`src/rtl/rtd_pkg.sv`:
```
package rtd_pkg;
  localparam int CNT_W  = 5;
  localparam int EB_W   = 3;
  localparam int STAT_W = CNT_W + EB_W;
  localparam int NUM_FS = 2;
  localparam int FS_TX  = 0;
  localparam int FS_RX  = 1;
endpackage

```
`src/rtl/rtd_edge_det.sv`:
```
module rtd_edge_det #(
  parameter int W = 2
) (
  input  logic         clk,
  input  logic         rst_n,
  input  logic [W-1:0] sig_i,
  output logic [W-1:0] rise_o
);
  logic [W-1:0] prev_q;
  logic [W-1:0] prev_d;

  always_comb prev_d = sig_i;

  always_ff @(posedge clk or negedge rst_n) begin
    if (!rst_n) prev_q <= '0;
    else        prev_q <= prev_d;
  end

  for (genvar i = 0; i < W; i++) begin : g_rise
    assign rise_o[i] = sig_i[i] & ~prev_q[i];

    // a rising edge is never reported on two cycles in a row
    a_r9_single_rise: assert property (@(posedge clk) disable iff (!rst_n)
      rise_o[i] |=> !rise_o[i]);
  end
endmodule

```
`src/rtl/rtd_baud_counter.sv`:
```
module rtd_baud_counter #(
  parameter int CNT_W = 5
) (
  input  logic             clk,
  input  logic             rst_n,
  input  logic             en_i,
  input  logic             restart_i,
  input  logic             stop_i,
  input  logic             tick_i,
  output logic [CNT_W-1:0] cnt_o,
  output logic             active_o
);
  localparam logic [CNT_W-1:0] CNT_MAX = {CNT_W{1'b1}};

  logic [CNT_W-1:0] cnt_q, cnt_d;
  logic             act_q, act_d;

  always_comb begin
    cnt_d = cnt_q;
    act_d = act_q;
    if (!en_i) begin
      cnt_d = '0;
      act_d = 1'b0;
    end else if (restart_i) begin
      cnt_d = '0;
      act_d = 1'b1;
    end else if (act_q && stop_i) begin
      act_d = 1'b0;
    end else if (act_q && tick_i && (cnt_q != CNT_MAX)) begin
      cnt_d = cnt_q + 1'b1;
    end
  end

  always_ff @(posedge clk or negedge rst_n) begin
    if (!rst_n) begin
      cnt_q <= '0;
      act_q <= 1'b0;
    end else begin
      cnt_q <= cnt_d;
      act_q <= act_d;
    end
  end

  assign cnt_o    = cnt_q;
  assign active_o = act_q;

  // once full, the counter stays full until restarted or disabled
  a_r4_no_overflow: assert property (@(posedge clk) disable iff (!rst_n)
    (en_i && !restart_i && cnt_q == CNT_MAX) |=> cnt_q == CNT_MAX);

  // the count advances by at most one per cycle
  a_r2_step_one: assert property (@(posedge clk) disable iff (!rst_n)
    (en_i && !restart_i) |=> (cnt_q == $past(cnt_q) || cnt_q == $past(cnt_q) + 1'b1));
endmodule

```
`src/rtl/rtd_status_latch.sv`:
```
module rtd_status_latch #(
  parameter int CNT_W = 5,
  parameter int EB_W  = 3
) (
  input  logic                  clk,
  input  logic                  rst_n,
  input  logic                  clr_i,
  input  logic                  cap_i,
  input  logic [CNT_W-1:0]      cnt_i,
  input  logic [EB_W-1:0]       eb_i,
  output logic [CNT_W+EB_W-1:0] status_o
);
  logic [CNT_W+EB_W-1:0] stat_q, stat_d;

  always_comb begin
    stat_d = stat_q;
    if (clr_i)      stat_d = '0;
    else if (cap_i) stat_d = {eb_i, cnt_i};
  end

  always_ff @(posedge clk or negedge rst_n) begin
    if (!rst_n) stat_q <= '0;
    else        stat_q <= stat_d;
  end

  assign status_o = stat_q;

  // without a capture or clear, the byte holds
  a_r5_hold: assert property (@(posedge clk) disable iff (!rst_n)
    (!clr_i && !cap_i) |=> $stable(stat_q));
endmodule

```
`src/rtl/rtd_meter.sv`:
```
module rtd_meter #(
  parameter int CNT_W = rtd_pkg::CNT_W,
  parameter int EB_W  = rtd_pkg::EB_W
) (
  input  logic                  clk,
  input  logic                  rst_n,
  input  logic                  baud_tick,
  input  logic                  tx_fsync,
  input  logic                  rx_fsync,
  input  logic                  lt_mode,
  input  logic [EB_W-1:0]       ebuf_state,
  output logic [CNT_W+EB_W-1:0] status
);
  import rtd_pkg::*;

  logic [NUM_FS-1:0] fs_in, fs_rise;
  logic              tx_rise, rx_rise;
  logic [CNT_W-1:0]  cnt;
  logic              active;
  logic              capture;

  assign fs_in[FS_TX] = tx_fsync;
  assign fs_in[FS_RX] = rx_fsync;

  rtd_edge_det #(.W(NUM_FS)) u_edge (
    .clk    (clk),
    .rst_n  (rst_n),
    .sig_i  (fs_in),
    .rise_o (fs_rise)
  );

  assign tx_rise = fs_rise[FS_TX];
  assign rx_rise = fs_rise[FS_RX];

  rtd_baud_counter #(.CNT_W(CNT_W)) u_cnt (
    .clk       (clk),
    .rst_n     (rst_n),
    .en_i      (lt_mode),
    .restart_i (tx_rise),
    .stop_i    (rx_rise),
    .tick_i    (baud_tick),
    .cnt_o     (cnt),
    .active_o  (active)
  );

  assign capture = lt_mode & active & rx_rise & ~tx_rise;

  rtd_status_latch #(.CNT_W(CNT_W), .EB_W(EB_W)) u_stat (
    .clk      (clk),
    .rst_n    (rst_n),
    .clr_i    (!lt_mode),
    .cap_i    (capture),
    .cnt_i    (cnt),
    .eb_i     (ebuf_state),
    .status_o (status)
  );

  // mode flag low forces a zero byte on the next edge
  a_r6_lt_clear: assert property (@(posedge clk) disable iff (!rst_n)
    !lt_mode |=> status == '0);

  // the state field follows the input sampled at an accepted receive edge
  a_r3_state_capture: assert property (@(posedge clk) disable iff (!rst_n)
    (lt_mode && active && rx_rise && !tx_rise) |=>
      status[CNT_W+EB_W-1:CNT_W] == $past(ebuf_state));

  // a receive edge with nothing pending leaves the byte untouched
  a_r7_orphan_rx: assert property (@(posedge clk) disable iff (!rst_n)
    (lt_mode && !active && rx_rise) |=> $stable(status));
endmodule

```
`config.mk`:
```
export PLATFORM = sky130hd
export DESIGN_NAME = rtd_meter
export DESIGN_NICKNAME = d
export VERILOG_FILES = /design/src/rtl/rtd_pkg.sv /design/src/rtl/rtd_edge_det.sv /design/src/rtl/rtd_baud_counter.sv /design/src/rtl/rtd_status_latch.sv /design/src/rtl/rtd_meter.sv
export SDC_FILE = /design/constraint.sdc
export NUM_CORES = 1
export LEC_CHECK = 0
export BUFFER_PORTS_ARGS = -buffer_cell sky130_fd_sc_hd__buf_2
export CORE_MARGIN = 8
export CORE_UTILIZATION = 25
export DETAILED_ROUTE_END_ITERATION = 8
export SLEW_MARGIN = 20
export SYNTH_ARGS = -nofsm -noshare
export SYNTH_HDL_FRONTEND = slang
export SYNTH_SLANG_ARGS = --single-unit
```
`constraint.sdc`:
```
create_clock -name clk -period 1.8 [get_ports clk]
set_input_delay 0.36 -clock clk [delete_from_list [all_inputs] [get_ports clk]]
set_output_delay 0.36 -clock clk [all_outputs]
set_load 0.1 [all_outputs]
```
==> results of run 1 <==
-- metrics by stage --
stage | setup WS [ns] | instances | hold slack [ns] | power, mW | util [%]
finish | 0.117 | 134 | 0.192 | 0.619 | 31.6
global route | 0.0294 | 134 | 0.183 | 0.643 | 31.6
floorplan | 0.263 | 71 | 0.0644 | 0.413 | -
global placement | 0.223 | 130 | 0.288 | 0.435 | 30.6
CTS | 0.116 | 134 | 0.188 | 0.626 | 31.6
detailed placement | 0.141 | 130 | 0.296 | 0.437 | 30.6
-- sequential cells by signal, indices dropped and copies added (netlist names) --
name / cells
u_cnt.active_o: 1
u_cnt.cnt_o: 5
u_edge.prev_q: 2
u_stat.status_o: 8
-- cells in the mapped netlist (all sizes together) --
cell type / number
dfrtp: 16
mux2i: 13
nand3: 10
nand2: 9
inv: 8
buf: 3
ha: 2
nand2b: 2
a21boi: 1
and3: 1
and4bb: 1
nand4: 1
nand4b: 1
nor2b: 1
nor4: 1
nor4b: 1
-- layer usage --
| metal | vias to the layer above | GRT usage (%) | wire [microns] |
|---|---|---|---|
| met1 | 269 | 7.42 | 718 |
| met2 | 17 | 10.1 | 759 |
| li1 | 283 | - | - |
| met3 | 5 | 2.34 | 130 |
| met4 | 0 | 4.00 | 31 |
| met5 | - | 0 | 0 |
-- final cells by class --
class	instances	area, sq um
Fill cell	330	2090
Sequential cell	16	400
Inverter	8	30.0
Clock buffer	3	22.5
Tap cell	44	55.1
Multi-Input combinational cell	44	353
Timing Repair Buffer	19	105
-- final timing paths --
kind	startpoint	to	slack, ns
hold / removal	rx_fsync	u_edge.prev_q[1]	0.19
min in group asynchronous	rst_n	u_stat.status_o[6]	0.51
hold reg to reg	u_stat.status_o[7]	u_stat.status_o[7]	0.54
setup / recovery	u_cnt.cnt_o[0]	u_cnt.cnt_o[3]	0.12
max in group asynchronous	rst_n	u_cnt.cnt_o[0]	1.02
setup reg to reg	u_cnt.cnt_o[0]	u_cnt.cnt_o[3]	0.12
-- critical path, cell delays in order, from the launching register on --
cell and delay, ns:
dfrtp_1 0.42, ha_1 0.21, and3_1 0.15, ha_1 0.22, nand4b_1 0.21, nor4_2 0.20, mux2i_1 0.21
-- power breakdown --
part | total (mW) | internal (mW) | leakage, nW | switching, mW
registers | 0.370 | 0.364 | 0.218 | 0.00537
clock network | 0.188 | 0.0778 | 0.0138 | 0.110
logic | 0.0618 | 0.0227 | 0.265 | 0.0391
-- cells by family after synthesis --
logic type | share of synthesized area (%)
compound gates | 0.935
buf+inv | 6.23
fa+ha+maj | 3.11
mux | 16.2
flops | 49.8
simple gates | 23.7
==> results by group, run 1 <==
GRT
  • Global Route Usage Sum: 6.52%
  • First-pass GRT wire length: 2680 microns
  • Initial antenna violation count: 0
  • Number of global-route vias before repair: 581
  • Grt ovf: 0
  • Largest net degree at the start of global routing: 17

Cells and area
  • Cell area after layout: 966 sq um
  • Final net count: 103
  • Most frequent cells in the layout: buf_2 (16), dfrtp_1 (16), mux2i_1 (13), nand3_1 (10), nand2_1 (9)
  • Ant diodes: 0
  • Layout cells sized above 1: 30.0%
  • Synth-to-layout area growth: 20.2%

Clock network
  • Max clock buf depth: 2
  • CTS buffer count: 3
  • Post-CTS Setup Bufs: 0
  • Worst-path clk slew: 0.08 ns
  • CTS tree: done
  • CTS hold repair buffers: 1
  • CTS sink count: 16
  • CTS resizes: 0
  • Root buffer cell: clkbuf_4
  • Worst-Skew Late Latency: 0.29 ns
  • H-tree depth: 1

STA
  • Final Cycle Share: 93.5%
  • RSZ-0062 raised after global routing: no
  • Min Tclk post-route: 1.68 ns
  • Worst Skew: 0.00791 ns
  • Fmax: 594 MHz
  • Final-report max-slew violation count: 0
  • Final setup violation count: 0
  • TNS Setup: 0 ns
  • Worst-margin pin slew: 0.503 ns
  • Final Hold Vio Count: 0
  • Max transition margin: 66.7%

Synthesis
  • Post-Syn Instances: 71
  • Syn Nets: 82
  • Sequential fraction of the synthesis area: 49.8%
  • Synthesized area per cell: 11.3 sq um
  • Synth warn: 0
  • Synth top area share: 49.8%
  • Library cells used by synthesis: 18
  • Ranking of synthesized cells by area: dfrtp_1 (50%), mux2i_1 (16%), nand3_1 (6.2%), nand2_1 (4.2%), inv_1 (3.3%)
  • Post-synth top area cell: dfrtp_1
  • Post-synthesis register bit count: 16
  • Post-Syn Area: 803 sq um

Route
  • Vias after detailed routing: 574
  • Final wirelength: 1640 microns
  • Initial DRC count: 17
  • DRC: 0
  • Routed Antenna Nets: 0
  • Via density: 4.28
  • Wire per inst: 12.2 microns
  • Initial DRT Pass Iterations: 4

Placement
  • HPWL after DPL: 1220 microns
  • IO Port Bufs: 16
  • Final estimated routing congestion in global placement: 0.786
  • Placement Cell Area: 933 sq um

Worst setup path
  • Arr. time, crit path: 1.89 ns
  • Crit path max fanout: 4
  • Critical path capture point type: flop
  • CP required: 2.01 ns
  • Crit path kind: flop to flop
  • R2R cell count: 6
  • CP Launch Type: flop

Die
  • Die Ht: 72.7 microns
  • Starting Density: 26.3%
  • I/O pin total: 17
  • Total Die Area: 0.00528 sq mm
  • Core area: 0.00305 sq mm
  • Die X: 72.7 microns
  • Row Count: 20

Power and ir drop
  • PD cells: 641 mW/mm^2
  • Leakage: 0.497 nW
  • Peak supply drop: 0.189 mV

Job
  • Max-cap violations: 0

Hold path
  • Hold Path Class: primary input to flop
  • Hold path depth: 1

Outcome
  • Status: finished, final reports clean
Power figures use the tool's default switching activity.
==> inputs of run 2 (changes only) <==
- CORE_ASPECT_RATIO: not set -> 1.1
- clock period: 1.8 -> 1.7 ns (I/O delays scaled with it)
==> results by group, run 2 (same netlist as run 1, synthesis figures left out) <==
Power and ir drop
  • PD cells: 665 mW/mm^2 (+3.6%)
  • Peak supply drop: 0.326 mV (+72%)
  • Leakage: 0.500 nW (+0.67%)
  • Total power: 0.657 mW (+6.0%)

Die
  • Die Ht: 75.5 microns (+3.8%)
  • Total Die Area: 0.00528 sq mm (about the same)
  • Die X: 70.0 microns (-3.6%)
  • I/O pin total: 17 (unchanged)
  • Core area: 0.00305 sq mm (-0.16%)
  • Starting Density: 26.4% (+0.043 points)
  • Row Count: 21 (+5.0%)

STA
  • Final setup margin: -0.00965 ns (-0.127 ns)
  • Worst Skew: 0.00650 ns (-0.00140 ns)
  • Final Cycle Share: 101% (+7.1 points)
  • RSZ-0062 raised after global routing: yes
  • Final Hold Vio Count: 0 (unchanged)
  • Fmax: 585 MHz (-1.6%)
  • Worst-margin pin slew: 0.490 ns (-0.0125 ns)
  • Final setup violation count: 1 (+1)
  • Worst Hold Slack: 0.168 ns (-0.0240 ns)
  • Min Tclk post-route: 1.71 ns (+0.0269 ns)
  • Max transition margin: 67.5% (+0.83 points)
  • Final-report max-slew violation count: 0 (unchanged)

Clock network
  • CTS tree: done
  • Max clock buf depth: 2 (unchanged)
  • H-tree depth: 1 (unchanged)
  • CTS sink count: 16 (unchanged)
  • Worst-Skew Late Latency: 0.29 ns (about the same)
  • Worst-path clk slew: 0.09 ns (about the same)
  • Root buffer cell: clkbuf_4
  • CTS buffer count: 3 (unchanged)

Route
  • Routed Antenna Nets: 0 (unchanged)
  • DRC: 0 (unchanged)
  • Initial DRC count: 13 (-4)
  • Met2 WL: 880 microns (+16%)
  • Wire per inst: 13.6 microns (+11%)
  • Max layer used: met4
  • Via density: 4.58 (+6.9%)
  • Initial DRT Pass Iterations: 4 (unchanged)
  • Final wirelength: 1720 microns (+4.7%)
  • WL met1: 720 microns (+0.28%)
  • Met3 WL: 75 microns (-42%)
  • Vias after detailed routing: 577 (+0.52%)

Worst setup path
  • Critical path capture point type: flop
  • CP required: 1.92 ns (-0.09 ns)
  • Crit path max fanout: 3 (-1)
  • Arr. time, crit path: 1.93 ns (+0.04 ns)
  • Crit path kind: flop to flop
  • Slowest cell on crit path: dfrtp_1
  • CP Cell Sequence: ha_2 -> and3_4 -> ha_4 -> nand4b_1 -> nor4_2 -> mux2i_1
  • CP Launch Type: flop
  • CP max stage delay: 0.41 ns (about the same)

Outcome
  • Status: complete, but fails checks
  • Failing checks: setup timing

GRT
  • Initial antenna violation count: 0 (unchanged)
  • Largest net degree at the start of global routing: 21 (+4)
  • Grt ovf: 0 (unchanged)
  • First-pass GRT wire length: 2930 microns (+9.5%)
  • Number of global-route vias before repair: 582 (+0.17%)
  • Global Route Usage Sum: 6.92% (+0.40 points)

Placement
  • Final estimated routing congestion in global placement: 0.799 (+1.7%)
  • IO Port Bufs: 16 (unchanged)
  • Post-Place Cells: 119 (-8.5%)
  • HPWL after DPL: 1170 microns (-3.7%)

Job
  • Max-cap violations: 0 (unchanged)

Hold path
  • Hold Path Class: primary input to flop

Cells and area
  • Ant diodes: 0 (unchanged)
  • Fillers: 322 (-2.4%)
  • Reg area: 400 sq um (unchanged)
  • Post-Layout Cell Count: 126 (-6.0%)
  • Final net count: 105 (+1.9%)
  • Final Core Density: 32.4% (+0.79 points)
  • Max reg flops: 8 (unchanged)
  • Most frequent cells in the layout: buf_2 (16), dfrtp_1 (16), mux2i_1 (13), nand3_1 (10), nand2_1 (9)
  • Layout cells sized above 1: 34.8% (+4.8 points)
  • Footprint of the multi-input gates: 373 sq um (+5.7%)
  • Synth-to-layout area growth: 23.1%
## run 2: cell types whose count changed in the layout (fill, tap and decap cells not counted), sizes merged
cell,before,now
buf,18,20
## run 2: timing repair
| item | in CTS | in global routing |
|---|---|---|
| gates resized for setup | 0 | 4 |
| endpoints found under the hold margin | 16 | 0 |
| endpoints found under the setup margin | 0 | 2 |
| hold buffers | 1 | 0 |
| buffers inserted | 0 | 3 |
## run 2: critical path, delay by kind of cell (launching register included)
family,cells,cell delay (ns)
flip-flops,1,0.41
adder cells (fa/ha/maj),2,0.36
multiplexers,1,0.22
AND/OR/NAND/NOR,3,0.65
## run 2: cell type report
class	count	area share [%]
clock buffers	3	2.28
flip-flops and latches	16	40.5
inverters	8	3.04
well taps	34	4.30
multi-input cells	44	37.7
repair buffers	21	12.2
## run 2: power by group
| part | internal [mW] | total [mW] | switching [mW] |
|---|---|---|---|
| sequential | 0.386 | 0.391 | 0.00523 |
| combinational | 0.0234 | 0.0652 | 0.0418 |
| clock | 0.0824 | 0.201 | 0.118 |
| total | 0.492 | 0.657 | 0.165 |
## run 2: final timing paths
kind | from | end | slack [ns] | depth (start not counted)
max | u_cnt.cnt_o[1] | u_cnt.cnt_o[3] | -0.01 | 6
min | rx_fsync | u_edge.prev_q[1] | 0.17 | 1
max reg2reg | u_cnt.cnt_o[1] | u_cnt.cnt_o[3] | -0.01 | 6
min reg2reg | u_stat.status_o[2] | u_stat.status_o[2] | 0.54 | 2
max in group asynchronous | rst_n | u_stat.status_o[7] | 0.95 | 2
min in group asynchronous | rst_n | u_edge.prev_q[1] | 0.48 | 2
## run 2: through the flow
step	cell area (sq um)	worst slack [ns]	setup TNS, ns
after floorplan	803	0.163	0
after global placement	913	0.133	0
after detailed placement	913	0.0296	0
after CTS	946	0.0132	0
after global routing	988	-0.0880	-0.0880
final	988	-0.00965	-0.00965
## run 2: routing by layer
layer / vias to the layer above / GRT usage (%)
li1: 285 / -
met1: 277 / 7.77
met2: 11 / 11.2
met3: 4 / 2.21
met4: 0 / 4.69
met5: - / 0
==> inputs of run 3 (changes only) <==
- BUFFER_PORTS_ARGS: -buffer_cell sky130_fd_sc_hd__buf_2 -> not set
- CORE_ASPECT_RATIO: 1.1 -> 0.5
- DONT_BUFFER_PORTS: not set -> 1
==> results by group, run 3 (same netlist as run 1, synthesis figures left out) <==
Clock network
  • Root buffer cell: clkbuf_8
  • CTS tree: done
  • H-tree depth: 1 (unchanged)
  • Worst-Skew Late Latency: 0.25 ns (-0.04 ns)
  • Max clock buf depth: 2 (unchanged)
  • CTS sink count: 16 (unchanged)
  • CTS buffer count: 3 (unchanged)
  • Worst-path clk slew: 0.06 ns (-0.03 ns)

STA
  • Max transition margin: 51.0% (-17 points)
  • Final-report max-slew violation count: 0 (unchanged)
  • Final Cycle Share: 93.5% (-7.0 points)
  • Min Tclk post-route: 1.59 ns (-0.120 ns)
  • RSZ-0062 raised after global routing: yes
  • Worst Hold Slack: 0.118 ns (-0.0504 ns)
  • Final Hold Vio Count: 0 (unchanged)
  • Fmax: 629 MHz (+7.5%)
  • Worst-margin pin slew: 0.732 ns (+0.242 ns)
  • Final setup violation count: 0 (-1)
  • Worst Skew: 0.00258 ns (-0.00392 ns)

Worst setup path
  • Crit path max fanout: 4 (+1)
  • CP Launch Type: flop
  • Critical path capture point type: flop
  • CP required: 1.87 ns (-0.05 ns)
  • R2R cell count: 6 (unchanged)
  • Arr. time, crit path: 1.76 ns (-0.17 ns)
  • Crit path kind: flop to flop
  • R2R Setup Slk: 0.11 ns (+0.12 ns)
  • R2r endpoint: u_cnt.cnt_o[3]
  • FF-to-FF Start: u_cnt.cnt_o[0]

GRT
  • Number of global-route vias before repair: 573 (-1.5%)
  • Met3 usage: 2.02% (-0.19 points)
  • Met1 GRT Util: 6.40% (-1.4 points)
  • Global Route Usage Sum: 6.41% (-0.50 points)
  • Largest net degree at the start of global routing: 21 (unchanged)
  • Met2 usage: 11.9% (+0.69 points)
  • Grt ovf: 0 (unchanged)
  • First-pass GRT wire length: 2720 microns (-7.3%)
  • Most used routing layer: met2
  • Initial antenna violation count: 0 (unchanged)

Power and ir drop
  • Switch Pwr: 0.158 mW (-4.1%)
  • Sw frac: 22.0% (-3.1 points)
  • Total power: 0.719 mW (+9.5%)
  • Sequential share of power: 54.5% (-5.0 points)
  • Cell Int Power: 0.560 mW (+14%)
  • PD cells: 740 mW/mm^2 (+11%)
  • Leakage: 0.459 nW (-8.2%)
  • Comb pwr share: 6.5% (-3.4 points)
  • Peak supply drop: 0.241 mV (-26%)
  • Clock Power Share: 38.9% (+8.4 points)

Die
  • I/O pin total: 17 (unchanged)
  • Starting Density: 26.5% (+0.15 points)
  • Row Count: 14 (-33%)
  • Die Ht: 56.1 microns (-26%)
  • Core area: 0.00303 sq mm (-0.57%)
  • Die X: 96.2 microns (+37%)
  • Total Die Area: 0.00539 sq mm (+2.0%)

Placement
  • HPWL after DPL: 1200 microns (+2.1%)
  • Final estimated routing congestion in global placement: 0.752 (-5.9%)
  • IO Port Bufs: 0 (-16)
  • Post-Place Cells: 117 (-1.7%)
  • Placement Cell Area: 901 sq um (-1.4%)

Hold path
  • Hold Path Class: primary input to flop
  • Hold Path End: u_edge.prev_q[1]
  • Hold path depth: 0 (-1)
  • HP Start: rx_fsync

Cells and area
  • Layout cells sized above 1: 25.9% (-8.9 points)
  • Final net count: 94 (-10%)
  • Most common cell after layout, fill and taps aside: dfrtp_1
  • Max reg flops: 8 (unchanged)
  • Cell area after layout: 972 sq um (-1.6%)
  • Most frequent cells in the layout: dfrtp_1 (16), mux2i_1 (13), nand3_1 (10), nand2_1 (9), buf_4 (9)
  • Synth-to-layout area growth: 21.0%
  • Ant diodes: 0 (unchanged)
  • Final Core Density: 32.1% (-0.35 points)
  • Post-Layout Cell Count: 121 (-4.0%)

Route
  • Initial DRC count: 61 (+48)
  • Initial DRT Pass Iterations: 4 (unchanged)
  • Wire per inst: 13.5 microns (-0.84%)
  • Routed Antenna Nets: 0 (unchanged)
  • Final wirelength: 1630 microns (-4.8%)
  • DRC: 0 (unchanged)
  • Via density: 4.44 (-3.1%)
  • Vias after detailed routing: 537 (-6.9%)

Job
  • Max-cap violations: 0 (unchanged)

Outcome
  • Status: finished, final reports clean
==> run 3: worst max-delay path by stage <==
stage / startpoint / end / slack, ns
after global routing: u_cnt.cnt_o[0] / u_cnt.cnt_o[3] / -0.02
final: u_cnt.cnt_o[0] / u_cnt.cnt_o[3] / 0.11
after global placement: u_cnt.cnt_o[0] / u_cnt.cnt_o[3] / 0.12
after detailed placement: u_cnt.cnt_o[0] / u_cnt.cnt_o[3] / 0.03
after CTS: u_cnt.cnt_o[0] / u_cnt.cnt_o[3] / 0.02
after floorplan: u_cnt.cnt_o[0] / u_cnt.cnt_o[3] / 0.16
==> run 3: metal layers <==
metal	vias up	part of all wire [%]	routed length, microns
met5	-	0	0
li1	263	-	-
met2	6	55	899
met4	0	1.7	27
met1	266	40	657
met3	2	3.0	49
==> run 3: final cells by class <==
class	instances	area (sq um)
Fill cell	298	2060
Sequential cell	16	400
Multi-Input combinational cell	44	373
Timing Repair Buffer	10	77.6
Tap cell	40	50.0
Clock buffer	3	41.3
Inverter	8	30.0
==> run 3: critical path: stages, from the launching register on <==
cell	delay (ns)
dfrtp_1	0.42
ha_2	0.20
and3_4	0.15
ha_4	0.16
nand4b_1	0.18
nor4_2	0.19
mux2i_1	0.21
==> run 3: timing repair <==
item / 4_1_cts / 5_1_grt
setup buffers: 0 / 0
resized for setup: 0 / 4
endpoints found under the hold margin: 16 / 0
hold buffers: 1 / 0
setup endpoints to repair: 0 / 1
==> run 3: power groups by stage <==
stage | Combinational (mW) | Clock (mW) | Sequential, mW
floorplan | 0.0311 | 0 | 0.406
global placement | 0.0382 | 0 | 0.399
detailed placement | 0.0385 | 0 | 0.399
CTS | 0.0484 | 0.287 | 0.392
global route | 0.0519 | 0.298 | 0.392
finish | 0.0469 | 0.280 | 0.392
==> run 3: through the flow <==
stage | setup slack, ns | setup TNS, ns
4_1_cts | 0.0151 | 0
5_1_grt | -0.0242 | -0.0242
6_report | 0.110 | 0
3_5_place_dp | 0.0287 | 0
2_1_floorplan | 0.163 | 0
3_3_place_gp | 0.116 | 0
